==> src/rtl/irqc_pkg.sv <==
package irqc_pkg;

  localparam int unsigned REG_AW = 8;
  localparam int unsigned REG_DW = 32;

  // Register offsets; software decodes these, so they are fixed.
  typedef enum logic [REG_AW-1:0] {
    OFS_UNMASK = 8'h00,
    OFS_PEND   = 8'h04,
    OFS_KIND   = 8'h08,
    OFS_TPOL   = 8'h0C,
    OFS_OSTYLE = 8'h10,
    OFS_OPOL   = 8'h14,
    OFS_FORCE  = 8'h18
  } reg_ofs_e;

  // {kind, polarity} trigger encoding.
  typedef enum logic [1:0] {
    TRIG_LVL_LOW  = 2'b00,
    TRIG_LVL_HIGH = 2'b01,
    TRIG_FALL     = 2'b10,
    TRIG_RISE     = 2'b11
  } trig_e;

endpackage

==> src/rtl/irqc_sync.sv <==
module irqc_sync #(
  parameter int unsigned W      = 32,
  parameter int unsigned STAGES = 2
) (
  input  logic         clk_i,
  input  logic         rst_ni,
  input  logic [W-1:0] d_i,
  output logic [W-1:0] q_o
);

  logic [W-1:0] stg_q [STAGES];

  generate
    for (genvar s = 0; s < STAGES; s++) begin : g_stage
      if (s == 0) begin : g_first
        always_ff @(posedge clk_i or negedge rst_ni) begin
          if (!rst_ni) stg_q[0] <= '0;
          else         stg_q[0] <= d_i;
        end
      end else begin : g_next
        always_ff @(posedge clk_i or negedge rst_ni) begin
          if (!rst_ni) stg_q[s] <= '0;
          else         stg_q[s] <= stg_q[s-1];
        end
      end
    end
  endgenerate

  assign q_o = stg_q[STAGES-1];

endmodule

==> src/rtl/irqc_detect.sv <==
module irqc_detect #(
  parameter int unsigned NSRC = 32
) (
  input  logic            clk_i,
  input  logic            rst_ni,
  input  logic [NSRC-1:0] src_sync_i,
  input  logic [NSRC-1:0] kind_i,
  input  logic [NSRC-1:0] tpol_i,
  input  logic [NSRC-1:0] clr_i,
  input  logic [NSRC-1:0] frc_i,
  output logic [NSRC-1:0] hit_o,
  output logic [NSRC-1:0] pend_o
);

  logic [NSRC-1:0] prev_q;
  logic [NSRC-1:0] pend_q;

  generate
    for (genvar i = 0; i < NSRC; i++) begin : g_src
      logic lvl_act;
      logic edge_act;

      always_comb begin
        lvl_act  = tpol_i[i] ? src_sync_i[i] : ~src_sync_i[i];
        edge_act = tpol_i[i] ? (src_sync_i[i] & ~prev_q[i])
                             : (~src_sync_i[i] & prev_q[i]);
        hit_o[i] = kind_i[i] ? edge_act : lvl_act;
      end

      always_ff @(posedge clk_i or negedge rst_ni) begin
        if (!rst_ni) begin
          prev_q[i] <= 1'b0;
          pend_q[i] <= 1'b0;
        end else begin
          prev_q[i] <= src_sync_i[i];
          // A new trigger or a force beats a clear in the same cycle.
          pend_q[i] <= hit_o[i] | frc_i[i] | (pend_q[i] & ~clr_i[i]);
        end
      end
    end
  endgenerate

  assign pend_o = pend_q;

endmodule

==> src/rtl/irqc_regs.sv <==
module irqc_regs
  import irqc_pkg::*;
#(
  parameter int unsigned NSRC = 32
) (
  input  logic              clk_i,
  input  logic              rst_ni,
  input  logic [REG_AW-1:0] addr_i,
  input  logic              wr_i,
  input  logic [REG_DW-1:0] wdata_i,
  input  logic              rd_i,
  input  logic [NSRC-1:0]   pend_i,
  output logic [NSRC-1:0]   unmask_o,
  output logic [NSRC-1:0]   kind_o,
  output logic [NSRC-1:0]   tpol_o,
  output logic              ostyle_o,
  output logic              opol_o,
  output logic [NSRC-1:0]   clr_o,
  output logic [NSRC-1:0]   frc_o,
  output logic [REG_DW-1:0] rdata_o
);

  logic [NSRC-1:0]   unmask_q, kind_q, tpol_q;
  logic              ostyle_q, opol_q;
  logic [REG_DW-1:0] rdata_q;
  logic [REG_DW-1:0] rd_mux;

  function automatic logic [REG_DW-1:0] widen(input logic [NSRC-1:0] v);
    logic [REG_DW-1:0] r;
    r = '0;
    r[NSRC-1:0] = v;
    return r;
  endfunction

  // Acknowledge and force act only on the cycle of their write.
  always_comb begin
    clr_o = '0;
    frc_o = '0;
    if (wr_i && addr_i == OFS_PEND)  clr_o = wdata_i[NSRC-1:0];
    if (wr_i && addr_i == OFS_FORCE) frc_o = wdata_i[NSRC-1:0];
  end

  always_ff @(posedge clk_i or negedge rst_ni) begin
    if (!rst_ni) begin
      unmask_q <= '0;
      kind_q   <= '1;
      tpol_q   <= '1;
      ostyle_q <= 1'b0;
      opol_q   <= 1'b0;
    end else if (wr_i) begin
      case (addr_i)
        OFS_UNMASK: unmask_q <= wdata_i[NSRC-1:0];
        OFS_KIND:   kind_q   <= wdata_i[NSRC-1:0];
        OFS_TPOL:   tpol_q   <= wdata_i[NSRC-1:0];
        OFS_OSTYLE: ostyle_q <= wdata_i[0];
        OFS_OPOL:   opol_q   <= wdata_i[0];
        default: ;
      endcase
    end
  end

  always_comb begin
    case (addr_i)
      OFS_UNMASK: rd_mux = widen(unmask_q);
      OFS_PEND:   rd_mux = widen(pend_i);
      OFS_KIND:   rd_mux = widen(kind_q);
      OFS_TPOL:   rd_mux = widen(tpol_q);
      OFS_OSTYLE: rd_mux = {{(REG_DW-1){1'b0}}, ostyle_q};
      OFS_OPOL:   rd_mux = {{(REG_DW-1){1'b0}}, opol_q};
      default:    rd_mux = '0;
    endcase
  end

  always_ff @(posedge clk_i or negedge rst_ni) begin
    if (!rst_ni)   rdata_q <= '0;
    else if (rd_i) rdata_q <= rd_mux;
  end

  assign unmask_o = unmask_q;
  assign kind_o   = kind_q;
  assign tpol_o   = tpol_q;
  assign ostyle_o = ostyle_q;
  assign opol_o   = opol_q;
  assign rdata_o  = rdata_q;

endmodule

==> src/rtl/irqc_out.sv <==
module irqc_out #(
  parameter int unsigned NSRC = 32
) (
  input  logic            clk_i,
  input  logic            rst_ni,
  input  logic [NSRC-1:0] pend_i,
  input  logic [NSRC-1:0] unmask_i,
  input  logic            ostyle_i,
  input  logic            opol_i,
  output logic            irq_o
);

  logic [NSRC-1:0] live;
  logic [NSRC-1:0] seen_q;
  logic            lvl_q;
  logic            pls_q;
  logic            raw;

  assign live = pend_i & unmask_i;

  always_ff @(posedge clk_i or negedge rst_ni) begin
    if (!rst_ni) begin
      seen_q <= '0;
      lvl_q  <= 1'b0;
      pls_q  <= 1'b0;
    end else begin
      seen_q <= live;
      lvl_q  <= |live;
      pls_q  <= |(live & ~seen_q);
    end
  end

  assign raw   = ostyle_i ? pls_q : lvl_q;
  assign irq_o = opol_i ? raw : ~raw;

endmodule

==> src/rtl/irqc_top.sv <==
module irqc_top
  import irqc_pkg::*;
#(
  parameter int unsigned NSRC        = 32,
  parameter int unsigned SYNC_STAGES = 2
) (
  input  logic              clk_i,
  input  logic              rst_ni,
  input  logic [NSRC-1:0]   src_i,
  input  logic [REG_AW-1:0] addr_i,
  input  logic              wr_i,
  input  logic [REG_DW-1:0] wdata_i,
  input  logic              rd_i,
  output logic [REG_DW-1:0] rdata_o,
  output logic              irq_o
);

  logic [NSRC-1:0] src_sync;
  logic [NSRC-1:0] unmask, kind, tpol, clr, frc, hit, pend;
  logic            ostyle, opol;

  irqc_sync #(.W(NSRC), .STAGES(SYNC_STAGES)) u_sync (
    .clk_i (clk_i),
    .rst_ni(rst_ni),
    .d_i   (src_i),
    .q_o   (src_sync)
  );

  irqc_regs #(.NSRC(NSRC)) u_regs (
    .clk_i   (clk_i),
    .rst_ni  (rst_ni),
    .addr_i  (addr_i),
    .wr_i    (wr_i),
    .wdata_i (wdata_i),
    .rd_i    (rd_i),
    .pend_i  (pend),
    .unmask_o(unmask),
    .kind_o  (kind),
    .tpol_o  (tpol),
    .ostyle_o(ostyle),
    .opol_o  (opol),
    .clr_o   (clr),
    .frc_o   (frc),
    .rdata_o (rdata_o)
  );

  irqc_detect #(.NSRC(NSRC)) u_detect (
    .clk_i     (clk_i),
    .rst_ni    (rst_ni),
    .src_sync_i(src_sync),
    .kind_i    (kind),
    .tpol_i    (tpol),
    .clr_i     (clr),
    .frc_i     (frc),
    .hit_o     (hit),
    .pend_o    (pend)
  );

  irqc_out #(.NSRC(NSRC)) u_out (
    .clk_i   (clk_i),
    .rst_ni  (rst_ni),
    .pend_i  (pend),
    .unmask_i(unmask),
    .ostyle_i(ostyle),
    .opol_i  (opol),
    .irq_o   (irq_o)
  );

endmodule

==> config.mk <==
export PLATFORM = sky130hd
export DESIGN_NAME = irqc_top
export DESIGN_NICKNAME = d
export VERILOG_FILES = /design/src/rtl/irqc_pkg.sv /design/src/rtl/irqc_sync.sv /design/src/rtl/irqc_detect.sv /design/src/rtl/irqc_regs.sv /design/src/rtl/irqc_out.sv /design/src/rtl/irqc_top.sv
export SDC_FILE = /design/constraint.sdc
export NUM_CORES = 1
export LEC_CHECK = 0
export ABC_AREA = 1
export BUFFER_PORTS_ARGS = -buffer_cell sky130_fd_sc_hd__buf_2
export CAP_MARGIN = 15
export CORE_ASPECT_RATIO = 1.5
export CORE_MARGIN = 2
export CORE_UTILIZATION = 30
export DETAILED_ROUTE_END_ITERATION = 8
export SYNTH_ARGS = -nofsm -noshare
export SYNTH_HDL_FRONTEND = slang
export SYNTH_HIERARCHICAL = 1
export SYNTH_SLANG_ARGS = --single-unit
==> constraint.sdc <==
create_clock -name clk_i -period 2.1 [get_ports clk_i]
set_input_delay 0.21 -clock clk_i [delete_from_list [all_inputs] [get_ports clk_i]]
set_output_delay 0.21 -clock clk_i [all_outputs]
set_load 0.05 [all_outputs]
### Word level (Yosys, flattened, before mapping)

Cells that the tools add are included.

| operators by class | value |
|---|---|
| add/subtract/negate cells | 0 |
| $mul | 0 |
| divide/modulo/power cells | 0 |
| $lt $le $gt $ge | 0 |
| equal/unequal tests | 6 |
| shifts and indexed selects | 0 |
| muxes and demuxes | 101 |
| bitwise gates (word level) | 260 |
| reductions and logical operators | 10 |

Operators by type and width:

| operator | number |
|---|---|
| 32-bit one-hot mux with 6 select lines | 1 |
| 1-bit two-way mux | 98 |
| 1-bit NOT | 97 |
| 1-bit bitwise AND | 96 |
| 32-bit bitwise AND | 2 |
| 32-bit two-way mux | 2 |
| 1-bit bitwise OR | 64 |
| 32-bit OR reduction | 2 |
| 32-bit NOT | 1 |
| 8-bit by 5-bit equality test with 1-bit output, second input constant | 3 |
| 8-bit by 4-bit equality test with 1-bit output, second input constant | 2 |
| 2-bit AND reduction | 5 |
| 8-bit by 3-bit equality test with 1-bit output, second input constant | 1 |
| 8-bit zero test | 1 |
| 1-bit logical AND | 2 |

| storage, ports and cells | value |
|---|---|
| flip-flop bits (word level) | 292 |
| latch bits | 0 |
| bits in writable memories | 0 |
| memory bits (read-only) | 0 |
| input port bits | 76 |
| output and inout port bits | 33 |
| word-level logic and storage cells | 452 |
| memories kept | 0 |

### Depth between registers and ports, before layout

| depth | value |
|---|---|
| depth in word-level cells | 6 |
| gate-level depth with buffers | 10 |
| gate-level depth less buffers | 8 |

### By module

Netlist, hierarchy kept.

By module, submodules not included:

| module | times used | cells each | area an instance (um^2) |
|---|---|---|---|
| irqc_regs | 1 | 773 | 6219.7 |
| irqc_detect | 1 | 448 | 3218.1 |
| irqc_sync | 1 | 96 | 1841.8 |
| irqc_out | 1 | 207 | 1606.5 |

### Least setup slack after synthesis

No wires, ideal clock.

| timing path | value |
|---|---|
| path type | register to output |
| start point | reg u_regs.ostyle_q, in the netlist u_regs/ostyle_o |
| end point | out irq_o |
| arrival time | 1343 ps |
| data required time | 1890 ps |
| slack | 547 ps |
| stages on the path, launching flop included | 3 |
| buffers on the path | 0 |
| path through | dfrtp_1 mux2i_1 xor2_1 |

| between the ends | value |
|---|---|
| word-level cells in the longest chain between the ends | 3 |

Ends and longest elaborated chain:

| what | RTL line | text |
|---|---|---|
| start: declaration | irqc_regs.sv:24 | `logic ostyle_q, opol_q;` |
| start signal: assignment | irqc_regs.sv:55 | `OFS_OSTYLE: ostyle_q <= wdata_i[0];` |
| 1-bit two-way mux (*) | irqc_out.sv:33 | `assign raw = ostyle_i ? pls_q : lvl_q;` |
| 1-bit NOT | irqc_out.sv:34 | `assign irq_o = opol_i ? raw : ~raw;` |
| 1-bit two-way mux (*) | irqc_out.sv:34 |  |
| end: declaration | irqc_top.sv:15 | `output logic irq_o` |

Mark *: on every way between the ends. The rest lies on a longest branch, timed or not.

### Worst setup path in the final report

Ends and elaborated chain as after synthesis.

==> metrics.yaml <==
global_route:
  antenna_found_initial: 3
  grt_pass1_wl_um: 53100
  grt_max_degree: 60
  grt_pass1_vias: 10300
  grtUsageTotal_pct: 15.2
  overflow: 0
synthesis:
  syn_inst: 1492
  netlist_area_um2: 12800
  syn_area_per_cell_um2: 8.56
  yosys_warnings: 6
  synth_fp_nets: 1568
sta:
  finalClockSkew_ps: 10.7
  setup_violations: 0
  finalCritPeriodShare_pct: 95.6
  final.setup.worst_slack_ps: 92.9
  tns_ps: 0
  slew_violations: 0
  slew-limit-headroom_pct: 53.7
  worst_pin_slew_ps: 694
  max_freq_ghz: 0.498
  hold_viol: 0
  min_period_ps: 2010
  holdWs_ps: 17.4
  grt_setup_unrepaired: "no"
worst_hold_path:
  min_from: "wdata_i[1]"
  whs_path_depth: 3
  min_path_type: "input port to flip-flop"
  min_to: "u_regs/tpol_o[1]"
critical_path:
  cp-start-kind: "flip-flop"
  path_max_fanout: 3
  rrSetupSlack_ps: 880
  crit_type: "flip-flop to primary output"
  reg2reg_depth: 6
  timing.rr.end: "u_out/pls_q"
  r2r_start: "u_regs/unmask_o[2]"
  critPathArrivalTime_ps: 1800
  cp.required_ps: 1890
  endpoint_kind: "primary output"
floorplan:
  initial_core_util_pct: 30.4
  io_pins: 109
  die-height_um: 257
  rows: 92
  core_um2: 42000
  die_x_um: 172
  die_area_um2: 44300
route:
  drt_pass1_iterations: 6
  routed_wl_um: 32800
  drc: 0
  vias_per_cell: 4.49
  vias: 9987
  antenna_left: 0
  drt_iter0_drc: 536
  avgRoutedWirePerCell_um: 14.7
clock_network:
  cts-root-buf: "clkbuf_16"
  clock-sinks: 292
  cts.clk_slew.worst_paths_ps: 60
  insertion_delay_ps: 550
  htree_levels: 1
  numCtsBuffers: 28
  cts_tree: "yes"
  max-clock-path-buffers: 3
flow_run:
  drv_cap: 0
final_layout:
  syn_to_final_growth_pct: 20.6
  drive_gt1_share_pct: 20.8
  fin_nets: 1712
  fillers: 4287
  antenna_cells: 0
power:
  pwr_density_cell_nw_per_um2: 802
  leakagePower_nw: 7.38
  p_total_w: 0.0123
  irDropWorstVdd_uv: 339
placed_design:
  io_buffers: 108
  gp_congestion: 0.802
  hpwl_um: 22300
  post-place-ws_ps: 358
status:
  status: "finished, final reports clean"
power breakdown:
part / leakage [nW] / total [W] / switching [W] / internal (W)
Combinational: 3.47 / 0.000925 / 0.000586 / 0.000339
Sequential: 3.43 / 0.00607 / 0.000165 / 0.00591
Clock: 0.484 / 0.00535 / 0.00215 / 0.00319
sequential cells by signal, indices dropped and copies added, names as in the netlist, 32 cells and up:
name             count
u_regs/kind_o       32
u_sync/stg_q        32
u_regs/rdata_o      32
u_regs/tpol_o       32
u_detect/pend_o     32
u_detect/prev_q     32
u_out/seen_q        32
u_sync/q_o          32
u_regs/unmask_o     32
cell type report:
| class | count | area, um2 | share of cell area, % |
|---|---|---|---|
| Clock buffer | 40 | 817 | 5.31 |
| Multi-Input combinational cell | 920 | 4120 | 26.8 |
| Sequential cell | 292 | 7390 | 48.0 |
| Inverter | 194 | 731 | 4.75 |
| Timing Repair Buffer | 200 | 1470 | 9.57 |
| Clock inverter | 12 | 163 | 1.06 |
| Tap cell | 564 | 706 | 4.58 |
critical path: stages, from the launching register on:
cell and delay (ps):
dfrtp_1 400, mux2i_1 230, xor2_1 350, buf_4 270
through the flow:
step                      instances  instance area, um2  utilization, %
after global placement         2108               13800            32.8
after CTS                      2222               15400            36.6
final                          2222               15400            36.6
after floorplan                1492               12800               -
after detailed placement       2108               13800            32.8
after global routing           2222               15400            36.6
worst max path at each step:
stage | start | endpoint | slack, ps | depth (start not counted)
after floorplan | u_regs/ostyle_o | irq_o | 550 | 2
after global placement | addr_i[5] | u_detect/pend_o[11] | 420 | 10
after detailed placement | addr_i[7] | u_detect/pend_o[11] | 360 | 10
after CTS | u_regs/ostyle_o | irq_o | 40 | 3
after global routing | u_regs/ostyle_o | irq_o | 70 | 3
final | u_regs/ostyle_o | irq_o | 90 | 3
repair_timing:
item                                   in CTS  in global routing
buffers inserted                            0                  0
endpoints found under the hold margin     148                  0
setup endpoints to repair                   1                  0
resized for setup                           1                  0
hold buffers                               62                  0
routing by layer:
layer | wire, um | GRT usage, % | up-vias
met5 | 39 | 0 | -
met4 | 1410 | 7.38 | 6
met3 | 1480 | 2.16 | 98
met2 | 16400 | 26.4 | 246
met1 | 13400 | 18.1 | 4719
li1 | - | - | 4918
cell usage in the layout (no fill, tap or decap):
master and instances:
a21oi_1 34, buf_12 6, buf_2 106, buf_4 25, buf_8 1, bufinv_16 4
clkbuf_1 6, clkbuf_16 29, clkbuf_8 5, clkinv_2 7, clkinvlp_4 1, dfrtp_1 228
dfstp_2 64, dlygate4sd3_1 62, inv_1 151, inv_2 42, inv_4 1, mux2i_1 1
nand2_1 421, nand2_2 39, nand3_1 149, nand3_2 6, nand3b_1 7, nand4_1 31
nor2_1 121, nor2_4 4, nor3_2 5, nor4_1 1, o21ai_0 4, o21ai_1 96
xor2_1 1
No activity file was read; power rests on OpenSTA's default activity.
